===== src/rtl/field_parity_detector.sv =====
module field_parity_detector #(
  parameter int CNT_W = 12
) (
  input  logic             clk,
  input  logic             rst_n,
  input  logic             hsync_in,
  input  logic             vsync_in,
  input  logic [CNT_W-1:0] line_len,
  input  logic [1:0]       win_start_sel,
  input  logic [1:0]       win_end_sel,
  input  logic             invert,
  output logic             field_odd,
  output logic             field_start
);
  localparam logic [CNT_W-1:0] POS_MAX = '1;

  logic [2:0] hs_pipe, vs_pipe;
  logic hs_rise, vs_rise;
  logic [CNT_W-1:0] cnt, pos, start_pos, end_pos;
  logic in_win;

  always_ff @(posedge clk or negedge rst_n) begin
    if (!rst_n) begin
      hs_pipe <= '0;
      vs_pipe <= '0;
    end else begin
      hs_pipe <= {hs_pipe[1:0], hsync_in};
      vs_pipe <= {vs_pipe[1:0], vsync_in};
    end
  end

  assign hs_rise = hs_pipe[1] & ~hs_pipe[2];
  assign vs_rise = vs_pipe[1] & ~vs_pipe[2];

  assign pos = hs_rise ? '0 : (cnt == POS_MAX ? cnt : cnt + 1'b1);

  always_ff @(posedge clk or negedge rst_n) begin
    if (!rst_n) cnt <= '0;
    else        cnt <= pos;
  end

  function automatic logic [CNT_W-1:0] edge_of(input logic [1:0] sel, input logic [CNT_W-1:0] len);
    case (sel)
      2'd0:    edge_of = '0;
      2'd1:    edge_of = len >> 3;
      2'd2:    edge_of = len >> 2;
      default: edge_of = len >> 1;
    endcase
  endfunction

  assign start_pos = edge_of(win_start_sel, line_len);
  assign end_pos   = edge_of(win_end_sel, line_len);
  assign in_win    = (pos >= start_pos) && (pos < end_pos);

  always_ff @(posedge clk or negedge rst_n) begin
    if (!rst_n) begin
      field_odd   <= 1'b0;
      field_start <= 1'b0;
    end else begin
      field_start <= vs_rise;
      if (vs_rise) field_odd <= in_win ^ invert;
    end
  end

  a_r7_single_pulse: assert property (@(posedge clk) disable iff (!rst_n)
    field_start |=> !field_start);

  a_r8_hold_between: assert property (@(posedge clk) disable iff (!rst_n)
    !field_start |-> $stable(field_odd));

  a_r2_restart: assert property (@(posedge clk) disable iff (!rst_n)
    hs_rise |=> (cnt == '0));

  a_r2_step: assert property (@(posedge clk) disable iff (!rst_n)
    (!hs_rise && cnt != POS_MAX) |=> (cnt == $past(cnt) + 1'b1));

  a_r5_empty_window: assert property (@(posedge clk) disable iff (!rst_n)
    (vs_rise && !invert && end_pos <= start_pos) |=> !field_odd);

  a_r7_pulse_source: assert property (@(posedge clk) disable iff (!rst_n)
    $rose(field_start) |-> $past(vs_pipe[1]));

endmodule


===== config.mk =====
export PLATFORM = sky130hd
export DESIGN_NAME = field_parity_detector
export DESIGN_NICKNAME = d
export VERILOG_FILES = /design/src/rtl/field_parity_detector.sv
export SDC_FILE = /design/constraint.sdc
export NUM_CORES = 1
export LEC_CHECK = 0
export ABC_AREA = 1
export BUFFER_PORTS_ARGS = -buffer_cell sky130_fd_sc_hd__buf_2
export CAP_MARGIN = 20
export CELL_PAD_IN_SITES_DETAIL_PLACEMENT = 0
export CELL_PAD_IN_SITES_GLOBAL_PLACEMENT = 1
export CORE_MARGIN = 1.5
export CORE_UTILIZATION = 30
export CTS_CLUSTER_SIZE = 28
export DETAILED_ROUTE_END_ITERATION = 10
export MAX_ROUTING_LAYER = met4
export PLACE_DENSITY_LB_ADDON = 0.1
export SYNTH_ARGS = -nofsm -noshare
export SYNTH_HDL_FRONTEND = slang
export SYNTH_SLANG_ARGS = --single-unit

===== constraint.sdc =====
create_clock -name clk -period 3.5 [get_ports clk]
set_input_delay 0.525 -clock clk [delete_from_list [all_inputs] [get_ports clk]]
set_output_delay 0.525 -clock clk [all_outputs]
set_load 0.03 [all_outputs]

==> summary.md, run 1 <==
| Metric | Value |
|---|---|
| IO buf count | `21` |
| Clk slew on worst S/H paths | `0.07 ns` |
| Mapped Cells | `244` |
| Internal power | `443 µW` |
| Clock Path Buffers | `2` |
| # DRC | `0` |
| Sink Count | `20` |
| Wire per inst | `12.6 µm` |
| Setup bufs post-CTS | `0` |
| NetSw | `247 µW` |
| Antenna Cells | `0` |
| Max Clk Rate | `0.361 GHz` |
| Layout fillers | `652` |
| Area delta synth->final | `14.6%` |
| Final wirelength | `4310 µm` |
| Critical Path Source | `cnt[0]` |
| Run status | `finished, final reports clean` |
| Critical path arrival | `2.92 ns` |
| XOR/XNOR Fraction of Synth Area | `1.96%` |
| Worst vdd ir | `0.000115 V` |
| Worst r2r src | `cnt[0]` |
| First-pass GRT wire length | `7600 µm` |
| Die Y | `80.1 µm` |
| # resized after CTS | `0` |
| Clk pwr share | `25.3%` |
| Layout cells sized above 1 | `16.3%` |
| Largest net degree at the start of global routing | `21` |
| Cts bufs inserted | `3` |
| Critical Path RT | `3.65 ns` |
| Vias in the first global route | `1648` |
| Register Area | `500 µm²` |
| Crit. End Element | `flip-flop` |
| Vias | `1657` |
| Max_cap viols | `0` |
| Initial antenna violation count | `0` |
| Worst reg-to-reg setup slack | `0.73 ns` |
| Largest family of logic cells by synthesized area | `simple AND/OR/NAND/NOR gates` |
| Final worst-path cycle share | `79.2%` |
| Endpoints failing hold | `0` |
| Pre-Repair DR Iteration Count | `4` |
| Clock skew | `0.00439 ns` |
| Switching share of power | `35.8%` |
| Routability cong. | `0.857` |
| H-tree Lvls | `1` |
| HPWL Detailed | `3630 µm` |
| Row Count | `27` |
| Synth cell types | `28` |
| RR Endpoint | `field_odd` |
| Initial Utilization | `31.8%` |
| Die span in x | `80.1 µm` |
| CTS tree | `done` |
| Async SR Flop Fraction | `100%` |
| Largest area contributor in the netlist | `dfrtp_1` |
| Vias per inst | `4.85` |
| Leak Pwr | `1.10 nW` |
| Area of the multi-input gates | `0.00110 mm²` |
| Synthesized area | `0.00178 mm²` |
| Worst Hold Class | `in2async` |
| Core area | `0.00561 mm²` |
| DP Cell Count | `338` |
| Post-synthesis adder-cell area fraction | `15.4%` |
| Worst-Skew Late Latency | `0.26 ns` |
| Sequential fraction of the synthesis area | `28.1%` |
| Final setup fails | `0` |
| Mapped Nets | `287` |
| Sequential share of power | `39.5%` |
| Highest-count cells in the layout ignoring fill and taps | `50 x nand2_1, 45 x inv_1, 22 x ha_1` |
| Syn Area/Cell | `7.31 µm²` |
| PD cells | `338 mW/mm²` |
| Non-Filler Instances | `342` |
| Simple-gate share of the synthesized area | `24.8%` |
| Slew margin rel. | `65.1%` |
| GRT Overall Usage | `15.5%` |
| Post-synthesis compound-gate area fraction | `19.3%` |
| Fin crit period | `2.77 ns` |
| R2R depth | `24` |
| Share of the synthesized area in the top cell type | `28.1%` |
| Die area | `0.00642 mm²` |
| Post-route antenna net violation count | `0` |
| Top_reg_cell synth | `dfrtp_1` |
| Io pins | `23` |
| Final slew viol count | `0` |
| Actual slew at the worst max-slew pin | `0.522 ns` |
| Worst setup path endpoint | `field_odd` |
| Yosys warns | `0` |
| Clock Tree Root | `clkbuf_8` |
| EDFF count, synth | `0` |
| Setup TNS | `0 ns` |
| Most common cell after layout, fill and taps aside | `nand2_1` |
| Crit start category | `flip-flop` |
| Multiplexer area fraction after synthesis | `0%` |
| Critical path class | `reg2reg` |
| RSZ-0062 raised after global routing | `false` |
| Final #Nets | `314` |
| Leading post-synthesis cells by cell area | `dfrtp_1 28%, ha_1 15%, nand2_1 11%` |
| Grt ovf | `0` |
| Post-placement cell area | `0.00199 mm²` |
| First DRT Iteration DRCs | `70` |
| Combinational Power Share | `35.2%` |
| Register bit count reported by yosys | `20` |
| Worst Path Max Fanout | `10` |
| Hold buffers post-CTS | `0` |
| Design area | `0.00204 mm²` |
==> area by class of cell <==
class	count	share of cell area, %
Multi-Input combinational cell	175	53.7
Sequential cell	20	24.5
Inverter	48	8.87
Timing Repair Buffer	23	5.88
Tap cell	72	4.41
Clock buffer	4	2.69
==> cell families (layout without fill, tap and decap cells) <==
logic type	Yosys count	in the layout
AND/OR/NAND/NOR	92	92
AO/OA/AOI/OAI	57	57
buffers and inverters	49	75
adder cells (fa/ha/maj)	22	22
flip-flops	20	20
XOR/XNOR	4	4
==> worst max-delay path, cell delays in order (launching register included) <==
cell and delay [ns]:
dfrtp_1 0.41, ha_1 0.18, nand2_1 0.08, nor2_2 0.17
nand3_4 0.17, clkinv_1 0.11, nand2_1 0.05, a21oi_1 0.31
ha_1 0.30, nand2_1 0.07, nand2_1 0.05, nand2_1 0.05
nand2_1 0.05, nand2_1 0.06, nand2_1 0.05, nand2_1 0.05
nand2_1 0.06, nand2_1 0.06, nand2_1 0.05, nand2_1 0.07
nand2_2 0.06, nand3_2 0.06, nand2_1 0.05, nand3_1 0.06
nand2_1 0.05
==> registers in the layout, indices dropped and copies added (netlist names) <==
register	count
cnt	12
field_odd	1
field_start	1
hs_pipe	3
vs_pipe	3
==> how the worst min path moves through the flow <==
stage | end | slack (ns) | cells after the start
floorplan | cnt[0] | 0.23 | 0
global placement | vs_pipe[1] | 0.33 | 0
detailed placement | hs_pipe[1] | 0.34 | 0
CTS | hs_pipe[2] | 0.22 | 1
global route | cnt[0] | 0.24 | 1
finish | hs_pipe[2] | 0.20 | 1
==> layer usage <==
metal / global-route usage (%) / up-vias / part of all wire, %
met2: 24.7 / 52 / 45
met1: 20.2 / 726 / 49
li1: - / 871 / -
met3: 1.02 / 8 / 3.2
met5: - / - / 0
met4: 6.90 / 0 / 2.8
==> Yosys cell counts (all sizes together) (2+ instances only) <==
master,count
nand4,4
nand2,56
dfrtp,20
nand3,10
nor3,3
ha,22
clkinv,2
nor2,19
a21oi,20
inv,46
xor2,3
o21ai,14
o221ai,10
o22ai,9
==> through the flow <==
stage                     total power [mW]  worst slack (ns)  hold slack, ns  util, %
final                                0.691             0.728           0.200     36.5
after detailed placement             0.523             0.705           0.336     35.5
after global routing                 0.762             0.323           0.236     36.5
after CTS                            0.702             0.675           0.220     36.5
after floorplan                      0.446              1.12           0.229        -
after global placement               0.522             0.715           0.332     35.5
==> power by group through the flow <==
| stage | Combinational, mW | Clock, mW | Sequential, mW |
|---|---|---|---|
| floorplan | 0.167 | 0 | 0.278 |
| global placement | 0.245 | 0 | 0.277 |
| detailed placement | 0.246 | 0 | 0.277 |
| CTS | 0.247 | 0.182 | 0.272 |
| global route | 0.294 | 0.192 | 0.276 |
| finish | 0.243 | 0.175 | 0.273 |
(Power assumes the default switching activity.)
==> run 2: changes to the inputs <==
clock period = 2.8 ns   (was 3.5 ns; I/O delays follow)
==> run 2 against run 1 <==
Against the previous run:
- clock power is 23% higher
- design area grew 6.2%
- sequential share of layout area shrank 1.3 points
- global-route usage fell by 0.090 points
- clock skew increased by 0.0012 ns
- non-clock buffer count increased by 6
- largest power group is now combinational logic
- die area is the same
- register-to-register slack worse by 0.51 ns
- total power grew 34%
- flip-flop and latch count is the same
==> summary.md, run 2 (synthesis results as in run 1) <==
| Metric | Value |
|---|---|
| Die Y | `80.1 µm` |
| RR Endpoint | `field_odd` |
| Worst r2r src | `cnt[0]` |
| Slew margin rel. | `68.5%` |
| Critical Path RT | `2.95 ns` |
| Leak Pwr | `1.15 nW` |
| Worst path slowest cell | `dfrtp_2` |
| Die span in x | `80.1 µm` |
| CP peak stage delay | `0.42 ns` |
| Final worst-path cycle share | `92.2%` |
| Cts bufs inserted | `3` |
| Critical path class | `reg2reg` |
| H-tree Lvls | `1` |
| Worst reg-to-reg setup slack | `0.22 ns` |
| Sink Count | `20` |
| Routability cong. | `0.834` |
| Final #Nets | `321` |
| Vias in the first global route | `1554` |
| Row Count | `27` |
| IO buf count | `21` |
| Antenna Cells | `0` |
| Run status | `finished, final reports clean` |
| Clock Tree Root | `clkbuf_8` |
| Final wirelength | `4520 µm` |
| Most common cell after layout, fill and taps aside | `nand2_1` |
| Critical path arrival | `2.73 ns` |
| Final slew viol count | `0` |
| RSZ-0062 raised after global routing | `false` |
| # DRC | `0` |
| R2R depth | `15` |
| Crit. End Element | `flip-flop` |
| Grt ovf | `0` |
| Design area | `0.00217 mm²` |
| Layout cells sized above 1 | `23.1%` |
| Clock Path Buffers | `2` |
| Crit start category | `flip-flop` |
| Critical path depth | `15` |
| Worst vdd ir | `0.000169 V` |
| Crit-path cells | `ha_4, nand2_4, nor2_4, nand3_2, a21oi_2, ha_1, a21oi_1, o21ai_0, a21o_1, a21oi_1, nor2_1, nor2_4, nand4_1, nand3_1, nand2_1` |
| GRT Overall Usage | `15.4%` |
| Setup WS pre-CTS | `0.0161 ns` |
| Bufs and invs on worst path | `0` |
| First-pass GRT wire length | `7480 µm` |
| Setup TNS | `0 ns` |
| Area of the multi-input gates | `0.00118 mm²` |
| Clk slew on worst S/H paths | `0.07 ns` |
| Hold Slack | `0.0948 ns` |
| Max FFs per register | `12` |
| Io pins | `23` |
| Die area | `0.00642 mm²` |
| Wire per inst | `13.0 µm` |
| Worst Hold Class | `in2async` |
| Register Area | `503 µm²` |
| CTS tree | `done` |
| PD cells | `427 mW/mm²` |
| Actual slew at the worst max-slew pin | `0.472 ns` |
| Initial Utilization | `31.8%` |
| Final core occ | `38.7%` |
| Post-route antenna net violation count | `0` |
| Post-placement cell area | `0.00201 mm²` |
| First DRT Iteration DRCs | `74` |
| Fin crit period | `2.58 ns` |
| Final setup margin | `0.219 ns` |
| Area delta synth->final | `21.7%` |
| Worst Path Max Fanout | `4` |
| Largest Register | `cnt` |
| Vias | `1678` |
| Critical path's top delay family | `simple AND/OR/NAND/NOR gates` |
| Largest net degree at the start of global routing | `21` |
| Largest regs | `cnt x12, hs_pipe x3, vs_pipe x3` |
| Hold buffers post-CTS | `0` |
| DP Cell Count | `341` |
| Max_cap viols | `0` |
| Vias per inst | `4.81` |
| Clock skew | `0.00559 ns` |
| Pre-Repair DR Iteration Count | `4` |
| Core area | `0.00561 mm²` |
| Layout fillers | `622` |
| HPWL Detailed | `3690 µm` |
| Pwr Total | `929 µW` |
| Max Clk Rate | `0.387 GHz` |
| Non-Filler Instances | `349` |
| Highest-count cells in the layout ignoring fill and taps | `48 x nand2_1, 45 x inv_1, 21 x ha_1, 21 x buf_2, 18 x dfrtp_1` |
| Final setup fails | `0` |
| Endpoints failing hold | `0` |
| Initial antenna violation count | `0` |
| Worst-Skew Late Latency | `0.26 ns` |
## run 2: report_power, final
group	internal, mW	switching [mW]	total (mW)
Clock	0.125	0.0914	0.216
Combinational	0.149	0.208	0.357
Sequential	0.319	0.0358	0.355
## run 2: final cells by class
| type | instances | share of cell area (%) |
|---|---|---|
| Sequential cell | 20 | 23.2 |
| Timing Repair Buffer | 29 | 7.60 |
| Clock buffer | 4 | 2.53 |
| Tap cell | 72 | 4.15 |
| Multi-Input combinational cell | 176 | 54.2 |
| Inverter | 48 | 8.35 |
## run 2: worst max-delay path by stage
| stage | startpoint | end |
|---|---|---|
| after floorplan | cnt[0] | field_odd |
| after global placement | cnt[0] | field_odd |
| after detailed placement | cnt[0] | field_odd |
| after CTS | cnt[0] | field_odd |
| after global routing | cnt[1] | field_odd |
| final | cnt[0] | field_odd |
## run 2: worst register-to-register path, stage by stage, from the launching register on
cell     delay (ns)
dfrtp_2        0.42
ha_4           0.16
nand2_4        0.05
nor2_4         0.17
nand3_2        0.17
a21oi_2        0.26
ha_1           0.29
a21oi_1        0.14
o21ai_0        0.09
a21o_1         0.16
a21oi_1        0.13
nor2_1         0.09
nor2_4         0.09
nand4_1        0.10
nand3_1        0.10
nand2_1        0.05
## run 2: per-layer routing
| metal | global-route usage (%) | share of wire [%] | up-vias |
|---|---|---|---|
| met5 | - | 0 | - |
| met4 | 6.38 | 2.5 | 0 |
| met3 | 1.36 | 2.5 | 7 |
| met2 | 24.7 | 46 | 36 |
| met1 | 20.0 | 49 | 742 |
| li1 | - | - | 893 |
## run 2: timing repair
action / 4_1_cts / 5_1_grt
endpoints found under the setup margin: 1 / 1
cloned: 0 / 1
pin swaps: 0 / 7
resized for setup: 2 / 16
buffers inserted: 0 / 3
